<file path="src/rtl/bwin_pkg.sv">
package bwin_pkg;
  localparam int ADDR_W   = 5;
  localparam int DATA_W   = 16;
  localparam int BANK_W   = 3;
  localparam int OFS_W    = 8;
  localparam int RD_BIT   = 12;
  localparam int WR_BIT   = 11;
  localparam int BANK_LSB = 8;
  localparam int CMD_W    = RD_BIT + 1;

  localparam logic [ADDR_W-1:0] A_CTL  = 5'h14;
  localparam logic [ADDR_W-1:0] A_RDAT = 5'h15;
  localparam logic [ADDR_W-1:0] A_WDAT = 5'h16;

  localparam logic [BANK_W-1:0] BANK_DSP = 3'd4;
endpackage

</file>
<file path="src/rtl/bwin_bank_mem.sv">
module bwin_bank_mem #(
  parameter int DEPTH = 16,
  parameter int DW    = 16,
  localparam int IDX_W = (DEPTH > 1) ? $clog2(DEPTH) : 1
) (
  input  logic             clk,
  input  logic             rst_n,
  input  logic             we,
  input  logic [IDX_W-1:0] widx,
  input  logic [DW-1:0]    wdata,
  input  logic [IDX_W-1:0] ridx,
  output logic [DW-1:0]    rdata
);
  logic [DW-1:0] mem_q [DEPTH];

  always_ff @(posedge clk or negedge rst_n) begin
    if (!rst_n) begin
      for (int i = 0; i < DEPTH; i++) mem_q[i] <= '0;
    end else if (we) begin
      mem_q[widx] <= wdata;
    end
  end

  assign rdata = mem_q[ridx];
endmodule

</file>
<file path="src/rtl/bwin_ctrl.sv">
module bwin_ctrl
  import bwin_pkg::*;
(
  input  logic              clk,
  input  logic              rst_n,
  input  logic              ctl_we,
  input  logic [CMD_W-1:0]  ctl_word,
  output logic [BANK_W-1:0] cur_bank,
  output logic              xfer_rd,
  output logic              xfer_wr,
  output logic [BANK_W-1:0] xfer_bank,
  output logic [OFS_W-1:0]  xfer_ofs
);
  logic              cmd_rd, cmd_wr, dsp_hold;
  logic [BANK_W-1:0] cmd_bank, bank_q, bank_d;

  assign cmd_rd   = ctl_word[RD_BIT];
  assign cmd_wr   = ctl_word[WR_BIT];
  assign cmd_bank = ctl_word[BANK_LSB +: BANK_W];

  // Entering the DSP bank from elsewhere only switches the bank.
  assign dsp_hold = (cmd_bank == BANK_DSP) && (bank_q != BANK_DSP);

  always_comb begin
    bank_d = bank_q;
    if (ctl_we) bank_d = cmd_bank;
  end

  always_ff @(posedge clk or negedge rst_n) begin
    if (!rst_n) bank_q <= '0;
    else        bank_q <= bank_d;
  end

  assign xfer_rd   = ctl_we && !dsp_hold && cmd_rd && !cmd_wr;
  assign xfer_wr   = ctl_we && !dsp_hold && cmd_wr && !cmd_rd;
  assign xfer_bank = cmd_bank;
  assign xfer_ofs  = ctl_word[OFS_W-1:0];
  assign cur_bank  = bank_q;
endmodule

</file>
<file path="src/rtl/bank_window_port.sv">
module bank_window_port
  import bwin_pkg::*;
#(
  parameter int NUM_BANKS  = 4,
  parameter int BANK_DEPTH = 16
) (
  input  logic              clk,
  input  logic              rst_n,
  input  logic              wr_en,
  input  logic              rd_en,
  input  logic [ADDR_W-1:0] addr,
  input  logic [DATA_W-1:0] wdata,
  output logic [DATA_W-1:0] rdata,
  output logic              rd_valid
);
  localparam int IDX_W = (BANK_DEPTH > 1) ? $clog2(BANK_DEPTH) : 1;
  localparam int DIR_DEPTH = 1 << ADDR_W;

  logic              ctl_we, wdat_we, dir_we, ofs_ok;
  logic              xfer_rd, xfer_wr;
  logic [BANK_W-1:0] cur_bank, xfer_bank;
  logic [OFS_W-1:0]  xfer_ofs;
  logic [DATA_W-1:0] wdat_q, rdat_q, rdata_q, rdata_d, xfer_rdata, dir_rdata;
  logic              rvalid_q;
  logic [DATA_W-1:0] bank_rdata [NUM_BANKS];

  assign ctl_we  = wr_en && (addr == A_CTL);
  assign wdat_we = wr_en && (addr == A_WDAT);
  assign dir_we  = wr_en && (addr != A_CTL) && (addr != A_RDAT) && (addr != A_WDAT);

  bwin_ctrl u_ctrl (
    .clk      (clk),
    .rst_n    (rst_n),
    .ctl_we   (ctl_we),
    .ctl_word (wdata[CMD_W-1:0]),
    .cur_bank (cur_bank),
    .xfer_rd  (xfer_rd),
    .xfer_wr  (xfer_wr),
    .xfer_bank(xfer_bank),
    .xfer_ofs (xfer_ofs)
  );

  assign ofs_ok = int'(xfer_ofs) < BANK_DEPTH;

  for (genvar b = 1; b <= NUM_BANKS; b++) begin : g_bank
    logic sel;
    assign sel = (xfer_bank == BANK_W'(b)) && ofs_ok;
    bwin_bank_mem #(.DEPTH(BANK_DEPTH), .DW(DATA_W)) u_mem (
      .clk  (clk),
      .rst_n(rst_n),
      .we   (xfer_wr && sel),
      .widx (xfer_ofs[IDX_W-1:0]),
      .wdata(wdat_q),
      .ridx (xfer_ofs[IDX_W-1:0]),
      .rdata(bank_rdata[b-1])
    );
  end

  always_comb begin
    xfer_rdata = '0;
    for (int b = 1; b <= NUM_BANKS; b++) begin
      if ((xfer_bank == BANK_W'(b)) && ofs_ok) xfer_rdata = bank_rdata[b-1];
    end
  end

  bwin_bank_mem #(.DEPTH(DIR_DEPTH), .DW(DATA_W)) u_direct (
    .clk  (clk),
    .rst_n(rst_n),
    .we   (dir_we),
    .widx (addr),
    .wdata(wdata),
    .ridx (addr),
    .rdata(dir_rdata)
  );

  always_comb begin
    rdata_d = dir_rdata;
    case (addr)
      A_CTL: begin
        rdata_d = '0;
        rdata_d[BANK_LSB +: BANK_W] = cur_bank;
      end
      A_RDAT:  rdata_d = rdat_q;
      A_WDAT:  rdata_d = wdat_q;
      default: rdata_d = dir_rdata;
    endcase
  end

  always_ff @(posedge clk or negedge rst_n) begin
    if (!rst_n) begin
      wdat_q   <= '0;
      rdat_q   <= '0;
      rdata_q  <= '0;
      rvalid_q <= 1'b0;
    end else begin
      if (wdat_we) wdat_q  <= wdata;
      if (xfer_rd) rdat_q  <= xfer_rdata;
      if (rd_en)   rdata_q <= rdata_d;
      rvalid_q <= rd_en;
    end
  end

  assign rdata    = rdata_q;
  assign rd_valid = rvalid_q;
endmodule

</file>
<file path="config.mk">
export PLATFORM = sky130hd
export DESIGN_NAME = bank_window_port
export DESIGN_NICKNAME = d
export VERILOG_FILES = /design/src/rtl/bwin_pkg.sv /design/src/rtl/bwin_bank_mem.sv /design/src/rtl/bwin_ctrl.sv /design/src/rtl/bank_window_port.sv
export SDC_FILE = /design/constraint.sdc
export NUM_CORES = 2
export LEC_CHECK = 0
export ABC_AREA = 1
export BUFFER_PORTS_ARGS = -buffer_cell sky130_fd_sc_hd__buf_2
export CAP_MARGIN = 0
export CORE_MARGIN = 5
export CORE_UTILIZATION = 25
export CTS_CLUSTER_SIZE = 8
export DETAILED_ROUTE_END_ITERATION = 8
export PLACE_DENSITY = 0.41
export SLEW_MARGIN = 20
export SYNTH_ARGS = -nofsm -noshare
export SYNTH_HDL_FRONTEND = slang
export SYNTH_SLANG_ARGS = --single-unit
</file>
<file path="constraint.sdc">
create_clock -name clk -period 5.3 [get_ports clk]
set_clock_uncertainty 0.05 [all_clocks]
set_input_delay 0.795 -clock clk [delete_from_list [all_inputs] [get_ports clk]]
set_output_delay 0.795 -clock clk [all_outputs]
set_load 0.01 [all_outputs]
</file>
* Word level (Yosys, flattened, before mapping)
Cells that the tools add are included.
** Storage, ports and cells
- Register bits after elaboration :: 1588
- Word-level logic and storage cells :: 172
- Bits of input ports :: 25
** Operators by class
- Equal/unequal tests :: 11
- $lt $le $gt $ge :: 5
- Reduce and logical (&&, ||, !) cells :: 24
- Bitwise gates (word level) :: 2
- Multiplexer cells :: 29
** Operators with widths (count)
- $bwmux W256 :: 4
- $bwmux W512 :: 1
- $bmux W16 S4 :: 4
- $mux W16 :: 16
- $bmux W16 S5 :: 1
- $demux W16 S5 :: 1
- $demux W16 S4 :: 1
- $pmux W16 S3 :: 1
- $logic_and A1 B1 Y1 :: 21
- $eq A5 B5 Y1 const B :: 3
- $ne A5 B5 Y1 const B :: 3
- $lt A8 B5 Y1 const B :: 1
- $eq A3 B2 Y1 const B :: 2
- $ge A6 B6 Y1 const B :: 1
- $lt A6 B1 Y1 const B :: 1
- $not A5 Y6 :: 1
- $ge A5 B5 Y1 const B :: 1
- $lt A5 B1 Y1 const B :: 1
- $not A4 Y5 :: 1
- $eq A3 B1 Y1 const B :: 1
- $eq A3 B3 Y1 const B :: 1
- $logic_not A1 Y1 :: 3
- $ne A3 B3 Y1 const B :: 1

* Depth between registers and ports, before layout
- Word-level depth :: 8
- Mapped depth :: 16
- Mapped depth without buffers :: 13

* Cells and area by module
From an unflattened synthesis, not the netlist that was laid out.
** Unflattened totals
- Cell total of the unflattened synthesis :: 10055
- Area, all modules :: 76240.6 sq um
** By module, submodules not included
- bwin_bank_mem (g_bank[1].u_mem ...) :: seq. area each 6406.1 sq um, times used 4, area an instance 12394.4 sq um, cells each 1652
- bwin_bank_mem (u_direct) :: seq. area each 12812.3 sq um, times used 1, area an instance 23436.2 sq um, cells each 2968
- bank_window_port :: seq. area each 1226.2 sq um, times used 1, area an instance 2977.9 sq um, cells each 444
- bwin_ctrl :: seq. area each 75.1 sq um, times used 1, area an instance 249.0 sq um, cells each 35

* Least setup slack after synthesis
OpenSTA, ideal clock, no wires.
- Path type :: input to register
- Start point :: in addr[3]
- End point :: reg g_bank[3].u_mem.mem_q[81] in the netlist's numbering
- Stages :: 13
- Arrival time :: 2363 ps
- Slack :: 2757 ps
- Setup time :: 131 ps
- Cells stage by stage :: buf_2 > inv_2 > nand3_4 > nor2_4 > nand3_2 > nor2_2 > and3_1 > buf_2 > buf_6 > nand2_1 > clkbuf_1 > nand2_1 > o21ai_1
** On the way
- Longest elaborated chain between the ends :: 6
** RTL lines
- from (decl) :: RTL line bank_window_port.sv:11 : input logic [ADDR_W-1:0] addr,
- $eq A5 B5 Y1 :: RTL line bank_window_port.sv:27 : assign ctl_we = wr_en && (addr == A_CTL);
- $logic_and A1 B1 Y1 :: RTL line bank_window_port.sv:27
- $logic_and A1 B1 Y1 (3 in a row) :: RTL line bwin_ctrl.sv:35 : assign xfer_wr = ctl_we && !dsp_hold && cmd_wr && !cmd_rd;
- $logic_and A1 B1 Y1 :: RTL line bank_window_port.sv:51 : .we (xfer_wr && sel),
- to (signal, indexed assignment) :: RTL line bwin_bank_mem.sv:20 : mem_q[widx] <= wdata;
- to (decl) :: RTL line bwin_bank_mem.sv:14 : logic [DW-1:0] mem_q [DEPTH];
No other way between the ends.
A chain may end at the register's enable or synchronous reset.

* Final worst setup path
- Start point :: in wdata[0]
- End point :: reg rdat_q[13]
** On the way
- Longest elaborated chain between the ends :: 8
- Elaborated cells between the ends (all ways) :: 22
- Those cells by class :: order compare: 1; mux: 16; bitwise: 1; reduce/logical: 4
** RTL lines
- from (decl) :: RTL line bank_window_port.sv:12 : input logic [DATA_W-1:0] wdata,
- $not A4 Y5 (not written as such) :: RTL line bwin_bank_mem.sv:24 : assign rdata = mem_q[ridx];
- $bmux W16 S4 :: RTL line bwin_bank_mem.sv:24
- $mux W16 (not written as such) (2 in a row) :: RTL line bwin_bank_mem.sv:24
- $mux W16 (3 in a row) :: RTL line bank_window_port.sv:62 : if ((xfer_bank == BANK_W'(b)) && ofs_ok) xfer_rdata = bank_rdata[b-1];
- $mux W16 (*) :: RTL line bank_window_port.sv:62
- to (signal assigned) :: RTL line bank_window_port.sv:97 : if (xfer_rd) rdat_q <= xfer_rdata;
- to (decl) :: RTL line bank_window_port.sv:23 : logic [DATA_W-1:0] wdat_q, rdat_q, rdata_q, rdata_d, xfer_rdata, dir_rdata;
Mark *: on every way between the ends. The rest lies on a longest branch, timed or not. The select of a mux whose other input is x is not followed.

==> results.txt <==
The fmax came out at 287 MHz. The final core utilization came out at 28.7%. The number of global-route vias before repair was between 50k and 60k. The clock transition at the registers of the reported paths came out at 0.05 ns. The number of clock sinks came out at between 1.5k and 2k. Post-CTS repair changed the size of 0 cells. The number of slew-limit violations in the final report was 0.

The number of hold-slack violations in the final timing report was 0. The required time of the worst setup path is 5.97 ns. The worst-path maximum fanout is around 100.

The initial cell density of the core is 25.0%. The fraction of layout cells with a size suffix above 1 came out at under 10%. The flop and latch count out of synthesis came out at 1,570. During I/O placement, the number of pins put on the boundary was 42. The post-placement cell area is 73,200 um2. The sum of buffers and inverters on the critical path is 3. Ranked by instance count, the synthesized netlist is headed by sky130_fd_sc_hd__nand2_1 (3,524), sky130_fd_sc_hd__dfrtp_1 (1,570), sky130_fd_sc_hd__o21ai_0 (918). The routed via count divided by cell count is 4.74. The final worst-path setup slack is approximately 1.8 ns. In the global route stage, overall resource usage came out at around 18%. In this design, the critical path's most frequently occurring cell is sky130_fd_sc_hd__nand2_1. Setup violations remaining at the end of the flow were counted as 0. The distinct cell type count of the synthesized netlist came out at 33.

The cell depth of the worst hold path came out at 1. After floorplanning, the core was sized to cover approximately 280,000 um2. Of all flip-flops after synthesis, the portion carrying an async set or reset was 100%.

The first global-routing pass estimated 385,000 um of wire. Headroom to the max-slew limit came out at approximately 25%. The detailed-route DRC error count is 0.

Global routing finished with a remaining overflow of 0. The total design power is roughly 29 mW. The part of the Yosys area used for sequential elements came out at a little under three fifths. STA classifies the critical path endpoint as a flop. In this run the vertical extent of the chip is between 500 and 600 um. The number of CTS-inserted buffers came out at 215. The cell count of the worst reg-to-reg path is 8. The number of I/O port buffers came out at 41.

After synthesis, the mean cell area works out to roughly 8.2 um2. The routed design has 256,000 um of wire. For this run, the leading register cell type out of synthesis is sky130_fd_sc_hd__dfrtp_1. In the final routing, the length of wire on met1 measures 124,000 um. The number of nets produced by synthesis came out at 8,497. The area added between synthesis and finish came out at 14.4%.

Among cell families on the critical path, the largest total delay comes from simple AND/OR/NAND/NOR gates. The worst setup path is launched from an input port. The transition time at the pin with the least slew margin is approximately 1.1 ns.

At the placement stage, the worst setup path has a slack of 1.06 ns. Summed over all instances, the cell type with the most area after synthesis is sky130_fd_sc_hd__dfrtp_1. The count of max-cap constraint violations is 0. The area of all placed cells without fillers is 79,000 um2. In this run the clock root is driven by a sky130_fd_sc_hd__clkbuf_16. Walking the worst path, the cells encountered are buf_8, inv_8, buf_4, nand2_1, nand2_1, nand2_1, nand2_1, nand2_1, nand2_1, o21ai_0, nand4_1, nand2_1, nand2_1. The peak supply drop is 314 uV. The topmost layer with routed signal wires is met5.

The detailed router finished its first iteration with a little over 5k violations. The die covers 287,000 um2. The critical path crosses 13 cells after its start point. The routability congestion estimate came out at 0.826. The worst hold-check slack is 0.147 ns.

The worst path in the final design needs a cycle of ~3.5 ns, including I/O delays and setup. In this run the worst hold path is classified as input port to flop. The met2 wirelength from detailed routing came out at 115,000 um. After routing, the total negative slack on setup checks comes to 0 ns.

The run finished with clean final reports. The placed instance count is 11.7k. After legalization and detailed placement, the total HPWL measured between 150,000 and 200,000 um. Dividing the final minimum period by the clock period gives about two thirds.

Setup repair after global routing left no endpoint under its margin. The number of buffers on the longest clock path came out at 3. The routed wirelength normalized by instance count came out at 21.4 um. The remaining number of nets flagged by the antenna check after routing came out at 0. The synthesized instance count came out at about 8.5k. STA puts the critical path data arrival time at around 4.2 ns.

The largest individual stage delay along the critical path comes from the cell sky130_fd_sc_hd__o21ai_0. Sorting the synthesized cells by area gives the leading types as sky130_fd_sc_hd__dfrtp_1 (57%), sky130_fd_sc_hd__nand2_1 (19%), sky130_fd_sc_hd__o21ai_0 (6.7%). The length of routed met3 wiring is between 10,000 and 15,000 um. After the last flow step, the layout net total stands at 8,252.

The H-tree was split into 4 levels. The detailed-routing iteration count for the pre-antenna-repair pass is 5. The classification of the worst setup path is input port to flop.

The count of flip-flops with a built-in enable after synthesis came out at 0. For this design the ratio of total power to cell area is 365 nW/um2. The Yosys step of the flow raised 0 warnings. After synthesis the cells add up to 69,100 um2. TritonCTS built the clock tree. The number of antenna violations at the first check in global routing came out at 10.

The leakage power figure is 36.0 nW. Of the post-synthesis cell area, the dominant cell type holds 56.9%. Across all layers, the routed design uses roughly 57k vias. The largest stage delay on the critical path came out at around 0.86 ns. The finished layout holds 12.0k standard cells, fillers aside. Entering global routing, the biggest net connects 127 pins. The later-pin clock latency in the skew report came out at ~0.84 ns. The die width is ~540 um. sky130_fd_sc_hd__nand2_1 is the most common cell in the netlist. The cell row count is 193.
layout make-up:
type                       instances  area [um2]
antenna                            8        20.0
clock buffer                     227        5540
clock inverter                    11         270
fill                           29700      197000
inverter                         106         435
multi-input combinational       6092       26700
sequential                      1570       39300
tap                             3705        4640
timing repair buffer             242        2130
cell families (layout without fill, tap and decap cells):
| group | Yosys count | in the layout | share of synthesized area, % |
|---|---|---|---|
| buf+inv | 810 | 586 | 4.70 |
| compound gates | 1913 | 1913 | 14.8 |
| simple gates | 4179 | 4179 | 23.6 |
| other cells | 0 | 8 | 0 |
| flops | 1570 | 1570 | 56.9 |
cells in the final DEF (no fill, tap or decap), types with 10 or more instances in the layout:
| cell | count |
|---|---|
| sky130_fd_sc_hd__buf_12 | 32 |
| sky130_fd_sc_hd__clkbuf_16 | 219 |
| sky130_fd_sc_hd__nor2_1 | 353 |
| sky130_fd_sc_hd__buf_4 | 170 |
| sky130_fd_sc_hd__nand2_2 | 21 |
| sky130_fd_sc_hd__inv_2 | 11 |
| sky130_fd_sc_hd__a21oi_1 | 355 |
| sky130_fd_sc_hd__a22oi_1 | 245 |
| sky130_fd_sc_hd__clkinv_2 | 13 |
| sky130_fd_sc_hd__nor2_4 | 10 |
| sky130_fd_sc_hd__o21ai_0 | 914 |
| sky130_fd_sc_hd__nand4_1 | 104 |
| sky130_fd_sc_hd__inv_1 | 77 |
| sky130_fd_sc_hd__o21ai_1 | 384 |
| sky130_fd_sc_hd__nand3_1 | 117 |
| sky130_fd_sc_hd__nand2_1 | 3522 |
| sky130_fd_sc_hd__nor2_2 | 21 |
| sky130_fd_sc_hd__dfrtp_1 | 1570 |
| sky130_fd_sc_hd__o22ai_1 | 10 |
| sky130_fd_sc_hd__buf_2 | 38 |
routing by layer:
| layer | global-route usage, % | vias to the layer above |
|---|---|---|
| met4 | 3.76 | 2 |
| met1 | 25.9 | 28200 |
| met2 | 27.7 | 1345 |
| met3 | 2.51 | 284 |
| li1 | - | 26900 |
| met5 | 0 | - |
report_power, final:
group,switching (mW),internal (mW),leakage (nW),total [mW]
Sequential,0.458,12.9,21.1,13.3
Combinational,2.25,0.729,12.0,2.97
Clock,5.27,7.28,2.83,12.6
final timing paths:
kind	startpoint	to	slack, ns
setup / recovery	wdata[0]	rdat_q[13]$_DFFE_PN0P_	1.81
hold / removal	rd_en	rd_valid$_DFF_PN0_	0.15
setup reg to reg	u_ctrl.cur_bank[0]$_DFFE_PN0N_	g_bank[3].u_mem.mem_q[53]$_DFFE_PN0P_	2.33
hold reg to reg	u_direct.mem_q[182]$_DFFE_PN0P_	u_direct.mem_q[182]$_DFFE_PN0P_	0.33
max in group asynchronous	rst_n	g_bank[4].u_mem.mem_q[237]$_DFFE_PN0P_	3.24
min in group asynchronous	rst_n	g_bank[4].u_mem.mem_q[199]$_DFFE_PN0P_	0.57
flip-flops by register name (all words and copies together), names as in the netlist:
register / cells
g_bank.u_mem.mem_q: 1024
rd_valid: 1
rdat_q: 16
rdata: 16
u_ctrl.cur_bank: 3
u_direct.mem_q: 494
wdat_q: 16
timing repair:
action	in CTS	in global routing
hold buffers	1	0
setup endpoints to repair	0	0
buffers inserted	0	0
hold endpoints to repair	67	0
Note: power is estimated with default switching activity, not from simulation.
